==> config.mk <==
export PLATFORM = sky130hd
export DESIGN_NAME = dsc_sequencer
export DESIGN_NICKNAME = d
export VERILOG_FILES = /design/src/rtl/dsc_pkg.sv /design/src/rtl/dsc_prescale.sv /design/src/rtl/dsc_bcd_count.sv /design/src/rtl/dsc_phase_ctrl.sv /design/src/rtl/dsc_sequencer.sv
export SDC_FILE = /design/constraint.sdc
export NUM_CORES = 1
export LEC_CHECK = 0
export ABC_AREA = 1
export CAP_MARGIN = 20
export CORE_MARGIN = 2
export CORE_UTILIZATION = 45
export CTS_BUF_LIST = sky130_fd_sc_hd__clkbuf_16
export DETAILED_ROUTE_END_ITERATION = 12
export DONT_BUFFER_PORTS = 1
export SYNTH_ARGS = -nofsm -noshare
export SYNTH_HDL_FRONTEND = slang
export SYNTH_SLANG_ARGS = --single-unit
==> constraint.sdc <==
create_clock -name clk -period 1.9 [get_ports clk]
set_input_delay 0.38 -clock clk [delete_from_list [all_inputs] [get_ports clk]]
set_output_delay 0.38 -clock clk [all_outputs]
set_load 0.02 [all_outputs]
==> src/rtl/dsc_pkg.sv <==
package dsc_pkg;

    // One-hot phase encoding: each bit is a switch enable
    typedef enum logic [4:0] {
        PH_AZ  = 5'b00001,
        PH_INT = 5'b00010,
        PH_DEP = 5'b00100,
        PH_DEN = 5'b01000,
        PH_ZI  = 5'b10000
    } phase_e;

    typedef struct packed {
        logic zi;
        logic de_neg;
        logic de_pos;
        logic integ;
        logic az;
    } phase_en_t;

    typedef logic [3:0] bcd_t;

    function automatic phase_en_t phase_enables(phase_e p);
        return phase_en_t'(p);
    endfunction

    function automatic logic bcd_is_nine(bcd_t d);
        return d == 4'd9;
    endfunction

    function automatic bcd_t bcd_next(bcd_t d);
        return (d == 4'd9) ? 4'd0 : d + 4'd1;
    endfunction

endpackage

==> src/rtl/dsc_prescale.sv <==
module dsc_prescale #(
    parameter int DIV = 4
) (
    input  logic clk,
    input  logic rst,
    output logic tick
);
    localparam int W = (DIV > 1) ? $clog2(DIV) : 1;

    logic [W-1:0] cnt;

    always_ff @(posedge clk) begin
        if (rst)                   cnt <= '0;
        else if (cnt == W'(DIV-1)) cnt <= '0;
        else                       cnt <= cnt + W'(1);
    end

    assign tick = (cnt == W'(DIV-1));

    generate
        if (DIV > 1) begin : g_gap
            // count ticks never come on adjacent clocks
            a_r3_tick_gap: assert property (@(posedge clk) disable iff (rst)
                tick |=> !tick);
        end
    endgenerate
endmodule

==> src/rtl/dsc_bcd_count.sv <==
module dsc_bcd_count
    import dsc_pkg::*;
#(
    parameter int DIGITS = 3
) (
    input  logic                  clk,
    input  logic                  rst,
    input  logic                  clr,
    input  logic                  inc,
    output logic [4*DIGITS-1:0]   dec,
    output logic                  half,
    output logic                  full
);
    logic [DIGITS:0]   carry;
    logic [DIGITS-1:0] nine;

    assign carry[0] = inc;

    generate
        for (genvar g = 0; g < DIGITS; g++) begin : g_dec
            bcd_t d;
            always_ff @(posedge clk) begin
                if (rst || clr)    d <= '0;
                else if (carry[g]) d <= bcd_next(d);
            end
            assign nine[g]      = bcd_is_nine(d);
            assign carry[g+1]   = carry[g] & nine[g];
            assign dec[4*g +: 4] = d;
        end
    endgenerate

    // Half digit: the leading 1 of a 3.5-digit reading
    always_ff @(posedge clk) begin
        if (rst || clr)        half <= 1'b0;
        else if (carry[DIGITS]) half <= 1'b1;
    end

    assign full = half & (&nine);

    // the controller never asks for a count past the top of the range
    a_r6_no_wrap: assert property (@(posedge clk) disable iff (rst)
        inc |-> !full);
endmodule

==> src/rtl/dsc_phase_ctrl.sv <==
module dsc_phase_ctrl
    import dsc_pkg::*;
#(
    parameter int INT_COUNTS   = 1000,
    parameter int CYCLE_COUNTS = 4000,
    parameter int ZI_NORM      = 35,
    parameter int ZI_HEAVY     = 185
) (
    input  logic   clk,
    input  logic   rst,
    input  logic   tick,
    input  logic   cmp_pos,
    input  logic   cnt_full,
    output phase_e phase,
    output logic   cnt_clr,
    output logic   cnt_inc,
    output logic   res_load,
    output logic   res_ovr,
    output logic   pol_pos
);
    localparam int PW        = $clog2(CYCLE_COUNTS);
    localparam int ZW        = $clog2(ZI_HEAVY + 1);
    localparam int POS_RESET = CYCLE_COUNTS - INT_COUNTS;

    logic [PW-1:0] pos;
    logic [ZW-1:0] zcnt;
    logic          pol_q;
    logic          heavy_q;

    logic          in_de;
    logic          crossed;
    logic          last_pos;
    logic [ZW-1:0] zi_limit;

    assign in_de    = (phase == PH_DEP) || (phase == PH_DEN);
    assign crossed  = (cmp_pos != pol_q);
    assign last_pos = (pos == PW'(CYCLE_COUNTS - 1));
    assign zi_limit = heavy_q ? ZW'(ZI_HEAVY - 1) : ZW'(ZI_NORM - 1);

    assign cnt_clr  = tick && (phase == PH_AZ) && last_pos;
    assign cnt_inc  = tick && in_de && !crossed && !cnt_full;
    assign res_load = tick && in_de && (crossed || cnt_full);
    assign res_ovr  = !crossed;
    assign pol_pos  = pol_q;

    always_ff @(posedge clk) begin
        if (rst) begin
            phase   <= PH_AZ;
            pos     <= PW'(POS_RESET);
            zcnt    <= '0;
            pol_q   <= 1'b1;
            heavy_q <= 1'b0;
        end else if (tick) begin
            pos <= last_pos ? '0 : pos + PW'(1);
            unique case (phase)
                PH_AZ: begin
                    if (last_pos) phase <= PH_INT;
                end
                PH_INT: begin
                    if (pos == PW'(INT_COUNTS - 1)) begin
                        pol_q <= cmp_pos;
                        phase <= cmp_pos ? PH_DEP : PH_DEN;
                    end
                end
                PH_DEP, PH_DEN: begin
                    if (crossed || cnt_full) begin
                        heavy_q <= !crossed;
                        zcnt    <= '0;
                        phase   <= PH_ZI;
                    end
                end
                PH_ZI: begin
                    if (zcnt == zi_limit) begin
                        zcnt  <= '0;
                        phase <= PH_AZ;
                    end else begin
                        zcnt <= zcnt + ZW'(1);
                    end
                end
                default: phase <= PH_AZ;
            endcase
        end
    end

    // the de-integrate polarity matches the sample taken at the end of integrate
    a_r5_pos_ref: assert property (@(posedge clk) disable iff (rst)
        (phase == PH_DEP) |-> pol_q);
    a_r5_neg_ref: assert property (@(posedge clk) disable iff (rst)
        (phase == PH_DEN) |-> !pol_q);
    // signal integrate always begins at cycle position zero
    a_r9_int_start: assert property (@(posedge clk) disable iff (rst)
        ($past(phase) == PH_AZ && phase == PH_INT) |-> (pos == '0 || tick));
endmodule

==> src/rtl/dsc_sequencer.sv <==
module dsc_sequencer
    import dsc_pkg::*;
#(
    parameter int DIV          = 4,
    parameter int DIGITS       = 3,
    parameter int INT_COUNTS   = 1000,
    parameter int CYCLE_COUNTS = 4000,
    parameter int ZI_NORM      = 35,
    parameter int ZI_HEAVY     = 185
) (
    input  logic                clk,
    input  logic                rst,
    input  logic                cmp_pos,
    output logic                en_az,
    output logic                en_int,
    output logic                en_de_pos,
    output logic                en_de_neg,
    output logic                en_zi,
    output logic [4*DIGITS-1:0] rdg_dec,
    output logic                rdg_thou,
    output logic                rdg_neg,
    output logic                rdg_ovr
);
    localparam int DE_MAX = 2 * (10 ** DIGITS);
    localparam int RW     = $clog2(CYCLE_COUNTS * DIV) + 1;

    logic                tick;
    phase_e              phase;
    phase_en_t           en;
    logic                cnt_clr, cnt_inc, cnt_full, cnt_half;
    logic [4*DIGITS-1:0] cnt_dec;
    logic                res_load, res_ovr, pol_pos;

    dsc_prescale #(.DIV(DIV)) u_pre (
        .clk (clk),
        .rst (rst),
        .tick(tick)
    );

    dsc_phase_ctrl #(
        .INT_COUNTS  (INT_COUNTS),
        .CYCLE_COUNTS(CYCLE_COUNTS),
        .ZI_NORM     (ZI_NORM),
        .ZI_HEAVY    (ZI_HEAVY)
    ) u_ctrl (
        .clk     (clk),
        .rst     (rst),
        .tick    (tick),
        .cmp_pos (cmp_pos),
        .cnt_full(cnt_full),
        .phase   (phase),
        .cnt_clr (cnt_clr),
        .cnt_inc (cnt_inc),
        .res_load(res_load),
        .res_ovr (res_ovr),
        .pol_pos (pol_pos)
    );

    dsc_bcd_count #(.DIGITS(DIGITS)) u_cnt (
        .clk (clk),
        .rst (rst),
        .clr (cnt_clr),
        .inc (cnt_inc),
        .dec (cnt_dec),
        .half(cnt_half),
        .full(cnt_full)
    );

    assign en        = phase_enables(phase);
    assign en_az     = en.az;
    assign en_int    = en.integ;
    assign en_de_pos = en.de_pos;
    assign en_de_neg = en.de_neg;
    assign en_zi     = en.zi;

    // Output latch: loaded only when de-integrate finishes
    always_ff @(posedge clk) begin
        if (rst) begin
            rdg_dec  <= '0;
            rdg_thou <= 1'b0;
            rdg_neg  <= 1'b0;
            rdg_ovr  <= 1'b0;
        end else if (res_load) begin
            rdg_neg  <= !pol_pos;
            rdg_ovr  <= res_ovr;
            rdg_dec  <= res_ovr ? '0 : cnt_dec;
            rdg_thou <= res_ovr ? 1'b1 : cnt_half;
        end
    end

    // Observers for the timing assertions
    phase_e        phase_prev;
    logic [RW-1:0] run_len;
    logic          int_prev, seen_int;
    logic [RW-1:0] period;
    logic          de_any;

    assign de_any = en.de_pos | en.de_neg;

    always_ff @(posedge clk) begin
        if (rst) begin
            phase_prev <= PH_AZ;
            run_len    <= '0;
            int_prev   <= 1'b0;
            seen_int   <= 1'b0;
            period     <= '0;
        end else begin
            phase_prev <= phase;
            run_len    <= (phase != phase_prev) ? RW'(1) : run_len + RW'(1);
            int_prev   <= en.integ;
            seen_int   <= seen_int | (en.integ & !int_prev);
            period     <= (en.integ && !int_prev) ? RW'(1) : period + RW'(1);
        end
    end

    a_r2_one_phase: assert property (@(posedge clk) disable iff (rst)
        $onehot({en_az, en_int, en_de_pos, en_de_neg, en_zi}));
    a_r4_int_len: assert property (@(posedge clk) disable iff (rst)
        $fell(en_int) |-> run_len == RW'(INT_COUNTS * DIV));
    a_r7_de_cap: assert property (@(posedge clk) disable iff (rst)
        de_any |-> run_len <= RW'(DE_MAX * DIV));
    a_r7_ovr_code: assert property (@(posedge clk) disable iff (rst)
        rdg_ovr |-> (rdg_thou && rdg_dec == '0));
    a_r8_zi_len: assert property (@(posedge clk) disable iff (rst)
        $fell(en_zi) |-> run_len == RW'((rdg_ovr ? ZI_HEAVY : ZI_NORM) * DIV));
    a_r9_period: assert property (@(posedge clk) disable iff (rst)
        (en_int && !int_prev && seen_int) |-> period == RW'(CYCLE_COUNTS * DIV));
    a_r10_hold: assert property (@(posedge clk) disable iff (rst)
        !$fell(de_any) |-> $stable({rdg_dec, rdg_thou, rdg_neg, rdg_ovr}));
endmodule

==> results of run 1 <==
==> sequential cells by signal (all words and copies together) (netlist names) <==
name,flops
rdg_dec,12
rdg_neg,1
rdg_ovr,1
rdg_thou,1
u_cnt.g_dec.d,12
u_cnt.half,1
u_ctrl.heavy_q,1
u_ctrl.phase,5
u_ctrl.pol_pos,1
u_ctrl.pos,12
u_ctrl.zcnt,8
u_pre.cnt,2
==> placed cells by master, fill, tap and decap left out, types with 3 or more instances in the layout <==
cell type,count
nand4_1,13
inv_2,6
nor2_4,3
nand2_2,9
nand3b_1,3
nand2_4,4
nor2_2,3
xor2_1,6
buf_4,13
clkbuf_16,9
ha_1,3
a21oi_1,42
nor2_1,48
nand2_1,112
dfxtp_1,57
o21ai_0,9
nand3_1,38
inv_1,38
or2_2,3
nor3_1,10
==> power groups by stage <==
stage | Sequential [mW] | Combinational [mW] | Clock (mW)
after floorplan | 1.23 | 0.0508 | 0
after global placement | 1.23 | 0.0637 | 0
after detailed placement | 1.23 | 0.0649 | 0
after CTS | 1.21 | 0.0648 | 1.57
after global routing | 1.21 | 0.0709 | 1.64
final | 1.21 | 0.0638 | 1.54
==> metal layers <==
metal / global-route usage / vias up / part of all wire
met5: 0 / - / 0
met1: 0.2544 / 1216 / 0.49
met2: 0.2847 / 68 / 0.45
met3: 0.04716 / 8 / 0.050
met4: 0.07071 / 0 / 0.013
li1: - / 1451 / -
==> worst max-delay path, cell delays in order (launching register included) <==
cell     delay, ns
dfxtp_1       0.33
ha_1          0.33
inv_2         0.09
nor3_4        0.23
nand3_1       0.14
or2_1         0.25
nor2_1        0.09
nor2_1        0.04
o21ai_1       0.12
==> layout make-up <==
cell class / instances / area (um^2) / share of cell area
repair buffers: 14 / 117.6 / 0.03397
well taps: 77 / 96.34 / 0.02783
multi-input cells: 325 / 1658 / 0.4789
flip-flops and latches: 57 / 1141 / 0.3296
clock buffers: 9 / 225.2 / 0.06505
inverters: 43 / 161.4 / 0.04662
clock inverters: 7 / 62.56 / 0.01807
==> how the worst max path moves through the flow <==
stage / from / end / slack [ns] / cells after the start
floorplan: u_ctrl.phase[2] / u_cnt.g_dec[0].d[1] / 0.38 / 9
detailed placement: u_pre.cnt[0] / u_ctrl.pos[9] / 0.21 / 8
global route: u_pre.cnt[0] / u_ctrl.pos[9] / 0.01 / 8
global placement: u_ctrl.phase[4] / u_cnt.g_dec[1].d[1] / 0.27 / 8
finish: u_pre.cnt[0] / u_ctrl.pos[9] / 0.21 / 8
CTS: u_pre.cnt[0] / u_ctrl.pos[9] / 0.19 / 8
==> per-stage QoR <==
stage          cells  instance area, um^2  hold WS [ns]
2_1_floorplan    435                 3023        0.3976
3_3_place_gp     516                 3172        0.4041
3_5_place_dp     516                 3172        0.4155
4_1_cts          532                 3460        0.1091
5_1_grt          532                 3462        0.1045
6_report         532                 3462        0.1288
==> kinds of logic after synthesis <==
| kind of cell | after synthesis |
|---|---|
| and+or+nand+nor | 254 |
| AOI/OAI and AO/OA | 61 |
| DFF | 57 |
| buffers and inverters | 53 |
| xor gates and xnor gates | 7 |
| adders and majority gates | 3 |
==> metrics, run 1 <==
top_reg_cell synth dfxtp_1; CP endpoint kind register; Avg Inst Size Synth 6.949 um^2; Tot GR Track Use 0.1869; Initial Utilization 0.4707; H-tree levels 3; Post-Syn Nets 441; most common cell in the netlist nand2_1; via count 2743; Final Hold Fails 0; status finished clean; Horiz. Die Dim roughly 86 um; Clock transition at path regs 0.05 ns; diode count 0; Ys Warns 0; Post-Syn Instances 435; RSZ-0062 raised after global routing false; Post-Synth XOR/XNOR Area 0.02649; worst hold endpoint rdg_ovr; post-CTS setup buffers 0; FILL cells about 640; measured slew at the worst slew-check pin 0.3890 ns; internal power 2.228 mW; global-route wire length before repair 11.10 mm; Simple-Gate Fraction of Synth Area 0.3994; Clock Root Buffer clkbuf_16; Yosys reg bits 57; Hold Path Origin rst; leak pwr between 1 and 1.5 nW; DPL Wire Length 4.667 mm; vias in the first global route 2398; Die ar. approximately 7400 um^2; sw frac 0.2068; # clock sinks 57; Psw a little under 600 uW; Synth top cells by count nand2_1 (112), dfxtp_1 (57), nor2_1 (49), a21oi_1 (42), nand3_1 (38); I/O Buffers 0; RR Endpoint u_ctrl.pos[9]; Pwr Density 811.4 nW/um^2; grt total ovfl 0; cells on worst reg2reg path 8; ranking of synthesized cells by area dfxtp_1 (38%), nand2_1 (14%), a21oi_1 (7.0%); Final setup violation count 0; chip height 85.96 um; CTS max path bufs 2; CP required about 2.2 ns; worst rel slew slack 0.7401; CP arrival just under 2 ns; R2R setup slack between 0.2 and 0.25 ns; setup ws final 0.2074 ns; Top Ports 23; clock skew 0.008357 ns; # DRC 0; Seq/Total Area, Yosys 0.3775; largest net degree at the start of global routing 29; synthesized cell area around 3000 um^2; Inserted Clock Buffers 9; CTS Hold Bufs 0; total power draw 2.809 mW; Clock Latency Late Sink 0.32 ns; Setup TNS Final 0 ns; Via density 5.156; share of flip-flops with an asynchronous set or reset 0; largest area contributor in the netlist dfxtp_1; Layout Nets 456; synthesized-area fraction occupied by adder cells 0.01242; Final Cycle Share 0.8909; dpl ws 0.2076 ns; CTS tree built; clock power share 0.547; row count 29; post-cts sizing count 0; EDFF count, synth 0; WL/cell 12.21 um; hold crit path type in2reg; Core Util, Final 0.5391; worst hold stages 1; Final min period 1.693 ns; Worst VDD drop a little over 0.0005 V; Seq pwr share 0.431; Initial DRC Count ~170; area delta synth->final 14.53%; post-synthesis mux area share 0; worst-path fanout max 8; post-synthesis compound-gate area fraction 0.1093; Max Cap Viol 0; core area between 6000 and 7000 um^2; crit path launch type register; share of layout cells above drive strength 1 0.1407; R2R Path Start u_pre.cnt[0]; routability cong. 0.8396; antenna viol nets, final 0; main combinational cell family by area after synthesis simple AND/OR/NAND/NOR gates; Setup CP Type reg2reg; share of the synthesized area in the top cell type 0.3775; Max Transition Viols Final 0; Fmax 0.5908 GHz; synth unique cells 38; WL final 6.498 mm; DR pass1 iterations 4; initial antenna violation count 0; combinational group share of total power 0.023
(Power assumes the default switching activity.)
==> inputs of run 2 (changes only) <==
--- a/config.mk
+++ b/config.mk
@@ -14,4 +14,5 @@
 export DONT_BUFFER_PORTS = 1
 export SYNTH_ARGS = -nofsm -noshare
 export SYNTH_HDL_FRONTEND = slang
+export SYNTH_HIERARCHICAL = 1
 export SYNTH_SLANG_ARGS = --single-unit
==> constraint.sdc (replaced) <==
create_clock -name clk -period 1.7 [get_ports clk]
set_input_delay 0.34 -clock clk [delete_from_list [all_inputs] [get_ports clk]]
set_output_delay 0.34 -clock clk [all_outputs]
set_load 0.02 [all_outputs]
==> metrics, run 2 <==
Max Transition Viols Final 0; clock skew between 0.006 and 0.007 ns; measured slew at the worst slew-check pin 0.3606 ns; RSZ-0062 raised after global routing true; Initial DRC Count 103; DR pass1 iterations 4; Post-Syn Instances approximately 430; CP Launch Point u_cnt/g_dec[1].d[1]; Horiz. Die Dim 85.59 um; RR Endpoint u_ctrl/phase[2]; global-route wire length before repair 11.37 mm; Avg Inst Size Synth 7.048 um^2; worst rel slew slack 0.7593; Clock Root Buffer clkbuf_16; top flop regs rdg_dec: 12 flops, u_cnt/g_dec.d: 12 flops, u_ctrl/pos: 12 flops; Max Cap Viol 0; crit path launch type register; antenna viol nets, final 0; area occupied by multi-input gates 1765 um^2; diode count 0; WL final 6.680 mm; largest net degree at the start of global routing 24; Initial Utilization 0.4690; via count 2744; Inserted Clock Buffers 9; # clock sinks 57; Top Ports 23; Clock transition at path regs 0.05 ns; largest area contributor in the netlist dfxtp_1; CP endpoint kind register; Yosys reg bits 57; worst hold stages 1; post-synthesis mux area share 0; cells on worst reg2reg path 12; row count 29; most common cell in the netlist nand2_1; post-synthesis compound-gate area fraction 0.1048; CTS max path bufs 2; ranking of synthesized cells by area dfxtp_1 (38%), nand2_1 (12%), nand3_1 (6.9%); WL/cell 12.04 um; Synth top cells by count nand2_1 (99), dfxtp_1 (57), inv_1 (53), nor2_1 (49), nand3_1 (41); synthesized cell area 2995 um^2; R2R Path Start u_cnt/g_dec[1].d[1]; Hold Path Origin rst; initial antenna violation count 0; CTS Hold Bufs 0; core area about 6400 um^2; synth unique cells 34; Ys Warns 6; Post-Synth XOR/XNOR Area 0.01170; Final Cycle Share 0.9954; # DRC 0; R2R setup slack between 0.007 and 0.008 ns; FILL cells 558; I/O Buffers 0; Die ar. between 7000 and 8000 um^2; Design Area, Final 3944 um^2; Layout Nets 479; synthesized-area fraction occupied by adder cells 0.01253; leak pwr approximately 1.6 nW; worst-path fanout max 8; Worst VDD drop 0.0007751 V; EDFF count, synth 0; Clock Latency Late Sink 0.32 ns; Pwr Density 874.5 nW/um^2; top_reg_cell synth dfxtp_1; Final min period 1.692 ns; routability cong. 0.8374; commonest cells after routing, fill and taps aside nand2_1 (83), dfxtp_1 (52), inv_1 (45); total power draw 3.449 mW; main combinational cell family by area after synthesis simple AND/OR/NAND/NOR gates; Fmax 0.5909 GHz; chip height 85.59 um; Hold Slack 0.07482 ns; DP Area 3293 um^2; Sequential Area 1147 um^2; worst hold endpoint rdg_ovr; area delta synth->final 31.66%; share of flip-flops with an asynchronous set or reset 0; Simple-Gate Fraction of Synth Area 0.3843; DPL Wire Length 4.520 mm; Post-Syn Nets 431; share of layout cells above drive strength 1 0.3536; share of the synthesized area in the top cell type 0.3810; CTS tree built; CP required 1.91 ns; Tot GR Track Use 0.1961; Via density 4.944; vias in the first global route ~2600; grt total ovfl 0; status finished clean; H-tree levels 3; Final Hold Fails 0; Final setup violation count 0; Core Util, Final 0.6176; hold crit path type in2reg; commonest non-fill, non-tap cell in the layout nand2_1; Seq/Total Area, Yosys 0.3810; Setup CP Type reg2reg; CP arrival 1.91 ns
run 2: cell type report:
class                      count  area share
multi-input combinational    302      0.4477
sequential                    57      0.2909
timing repair buffer          45     0.09486
clock buffer                   9     0.05711
inverter                      58     0.05711
clock inverter                 7     0.02792
tap                           77     0.02443
run 2: worst max-delay path, cell delays in order, from the launching register on:
cell     delay, ns
dfxtp_2       0.32
inv_2         0.05
nand2_2       0.05
nor2_4        0.12
inv_2         0.06
nor4_4        0.27
nor2_2        0.09
nand2_2       0.10
nand2_2       0.07
nor2_4        0.18
nand2_2       0.09
nor2_1        0.12
nor2_1        0.05
run 2: metrics by stage:
| stage | std cells | setup slack (ns) | setup TNS (ns) |
|---|---|---|---|
| 2_1_floorplan | 425 | 0.007320 | 0 |
| 3_3_place_gp | 533 | -0.01441 | -0.03238 |
| 3_5_place_dp | 533 | -0.06269 | -0.4143 |
| 4_1_cts | 550 | -0.04842 | -0.07352 |
| 5_1_grt | 555 | -0.2044 | -3.599 |
| 6_report | 555 | 0.007739 | 0 |
run 2: routing by layer:
metal	vias to the layer above	part of all wire	global-route usage
li1	1460	-	-
met1	1230	0.45	0.2378
met2	46	0.49	0.3246
met3	8	0.048	0.07507
met4	0	0.012	0.05628
met5	-	0	0
run 2: report_power, final:
part | leakage [nW] | switching, mW | total (mW) | internal [mW]
combinational | 1.02 | 0.0520 | 0.0841 | 0.0321
sequential | 0.462 | 0.00347 | 1.35 | 1.35
clock | 0.164 | 0.600 | 2.02 | 1.42
run 2: worst max path at each step:
| stage | endpoint | slack [ns] | cells after the start |
|---|---|---|---|
| 2_1_floorplan | rdg_thou | 0.007 | 11 |
| 3_3_place_gp | u_ctrl/phase[2] | -0.01 | 11 |
| 6_report | u_ctrl/phase[2] | 0.008 | 12 |
| 5_1_grt | u_ctrl/phase[2] | -0.20 | 13 |
| 4_1_cts | u_ctrl/phase[2] | -0.05 | 11 |
| 3_5_place_dp | u_cnt/g_dec[0].d[3] | -0.06 | 13 |
run 2: repair_timing:
action / in CTS / in global routing
cloned: 0 / 1
buffers inserted: 1 / 4
pin swaps: 13 / 28
gates resized for setup: 14 / 63
hold endpoints to repair: 0 / 0
endpoints found under the setup margin: 31 / 42
run 2: kinds of logic after synthesis:
group,Yosys count
and+or+nand+nor,243
buffers and inverters,66
DFF,57
AOI/OAI and AO/OA,52
xor gates and xnor gates,4
adders and majority gates,3
==> inputs of run 3 (changes only) <==
--- a/config.mk
+++ b/config.mk
@@ -8,10 +8,11 @@
 export ABC_AREA = 1
 export CAP_MARGIN = 20
 export CORE_MARGIN = 2
-export CORE_UTILIZATION = 45
+export CORE_UTILIZATION = 60
 export CTS_BUF_LIST = sky130_fd_sc_hd__clkbuf_16
 export DETAILED_ROUTE_END_ITERATION = 12
 export DONT_BUFFER_PORTS = 1
+export PLACE_DENSITY = 0.76
 export SYNTH_ARGS = -nofsm -noshare
 export SYNTH_HDL_FRONTEND = slang
 export SYNTH_HIERARCHICAL = 1
==> metrics, run 3 (synthesis gave the netlist of run 2 again) <==
DR pass1 iterations 4; grt total ovfl 0; Clock transition at path regs 0.05 ns; area delta synth->final 23.93%; antenna viol nets, final 0; crit path launch type register; violations in the final reports negative setup slack; Inserted Clock Buffers 9; CTS max path bufs 2; chip height between 70 and 80 um; diode count 0; row count 25; sw frac 0.2062; Clock Root Buffer clkbuf_16; CP required ~1.9 ns; Seq pwr share 0.463; Design Area, Final 3712 um^2; status finished, violations left; routability cong. ~0.84; share of layout cells above drive strength 1 0.3130; initial antenna violation count 0; # clock sinks 57; Die ar. 5573 um^2; Top Ports 23; # DRC 0; Final Hold Fails 0; Max Transition Viols Final 0; vias in the first global route about 2500; Clock Latency Late Sink 0.31 ns; H-tree levels 3; combinational group share of total power 0.028; Fmax 0.5852 GHz; WL final 6.854 mm; worst rel slew slack 0.7834; internal power 2.317 mW; Tot GR Track Use 0.2531; Horiz. Die Dim 74.66 um; Via density 5.195; slowest cell on the critical path dfxtp_2; via count 2821; Final Cycle Share 1.005; DPL Wire Length 4.504 mm; core area 4755 um^2; CTS tree built; Psw 601.9 uW; CP endpoint kind register; Final setup violation count 1; Layout Nets 479; met3 WL 299 um; WL/cell 12.62 um; Pwr Density 786.4 nW/um^2; CTS Hold Bufs 0; Met1 Routed Length 3.040 mm; measured slew at the worst slew-check pin 0.3245 ns; I/O Buffers 0; CP arrival between 1.5 and 2 ns; Worst Path Buf+Inv 3; CP top delay family simple AND/OR/NAND/NOR gates; hold crit path type in2reg; largest net degree at the start of global routing 24; Worst VDD drop 0.0007510 V; leak pwr 1.597 nW; Initial DRC Count 191; clock power share 0.509; clock skew approximately 0.0049 ns; Max Cap Viol 0; RSZ-0062 raised after global routing true; commonest non-fill, non-tap cell in the layout nand2_1; Final min period 1.709 ns; Core Util, Final 0.7808; R2R setup slack -0.009 ns; Initial Utilization 0.6300; worst-path fanout max 8; setup ws final -0.008923 ns; global-route wire length before repair roughly 11 mm; Met2 Routed Length 3.435 mm; Max Used Layer met4; top flop regs rdg_dec: 12 flops, u_cnt/g_dec.d: 12 flops, u_ctrl/pos: 12 flops; Setup CP Type reg2reg; crit path cell chain inv_2 > nand2_2 > nor2_4 > inv_2 > nor4_4 > nor2_2 > nand2_2 > nor2_4 > inv_2 > nor2_4 > nand3_1 > a21oi_1; Setup TNS Final -0.008923 ns; Slowest Stage Delay on Critical Path 0.33 ns; commonest cells after routing, fill and taps aside nand2_1 (91), inv_1 (49), dfxtp_1 (46); DP Area roughly 3300 um^2
## run 3: cell count changes in the layout (fill, tap and decap cells not counted), sizes merged
cell and change:
clkinvlp -1, bufinv -3, inv +2
## run 3: repair_timing
item | 4_1_cts | 5_1_grt
endpoints found under the setup margin | 34 | 42
endpoints found under the hold margin | 0 | 0
pin swaps | 5 | 25
gates resized for setup | 5 | 48
buffers inserted | 0 | 5
cloned | 0 | 1
## run 3: worst paths after layout
path                       startpoint       endpoint  cells past startpoint
setup / recovery  u_cnt/g_dec[1].d[1]     u_cnt/half                     12
hold reg to reg          u_pre/cnt[0]   u_pre/cnt[0]                      1
setup reg to reg  u_cnt/g_dec[1].d[1]     u_cnt/half                     12
hold / removal                    rst  u_ctrl/pos[1]                      1
## run 3: worst reg2reg max path, delay by kind of cell, from the launching register on
| kind | cells | cell delay [ns] |
|---|---|---|
| AO/OA/AOI/OAI | 1 | 0.17 |
| flip-flops | 1 | 0.33 |
| AND/OR/NAND/NOR | 8 | 0.96 |
| buffers and inverters | 3 | 0.18 |
## run 3: final cells by class
cell class,count,area (um^2)
clock buffers,9,225.2
clock inverters,5,18.77
fillers,335,1042
inverters,58,222.7
multi-input cells,302,1654
flip-flops and latches,57,1155
well taps,67,83.83
repair buffers,45,352.8
## run 3: per-stage QoR
step           std cells  hold WS, ns  total power [mW]  setup slack (ns)
2_1_floorplan        425       0.3974             1.434          0.007320
3_3_place_gp         523       0.4079             1.453          0.002206
3_5_place_dp         523       0.4156             1.454          -0.09916
4_1_cts              537      0.08336             2.937         -0.001004
5_1_grt              543      0.08787             3.013           -0.1196
6_report             543      0.09720             2.919         -0.008923
## run 3: routing by layer
layer  vias up  global-route usage
met5         -                   0
met1      1300              0.3203
met2        56              0.4199
li1       1457                   -
met3         8             0.06827
met4         0             0.08532
## run 3: power by group through the flow
stage / logic, mW / clock network [mW] / registers (mW)
after floorplan: 0.0576 / 0 / 1.38
after global placement: 0.0767 / 0 / 1.38
after detailed placement: 0.0772 / 0 / 1.38
after CTS: 0.0776 / 1.51 / 1.35
after global routing: 0.0922 / 1.57 / 1.35
final: 0.0814 / 1.49 / 1.35
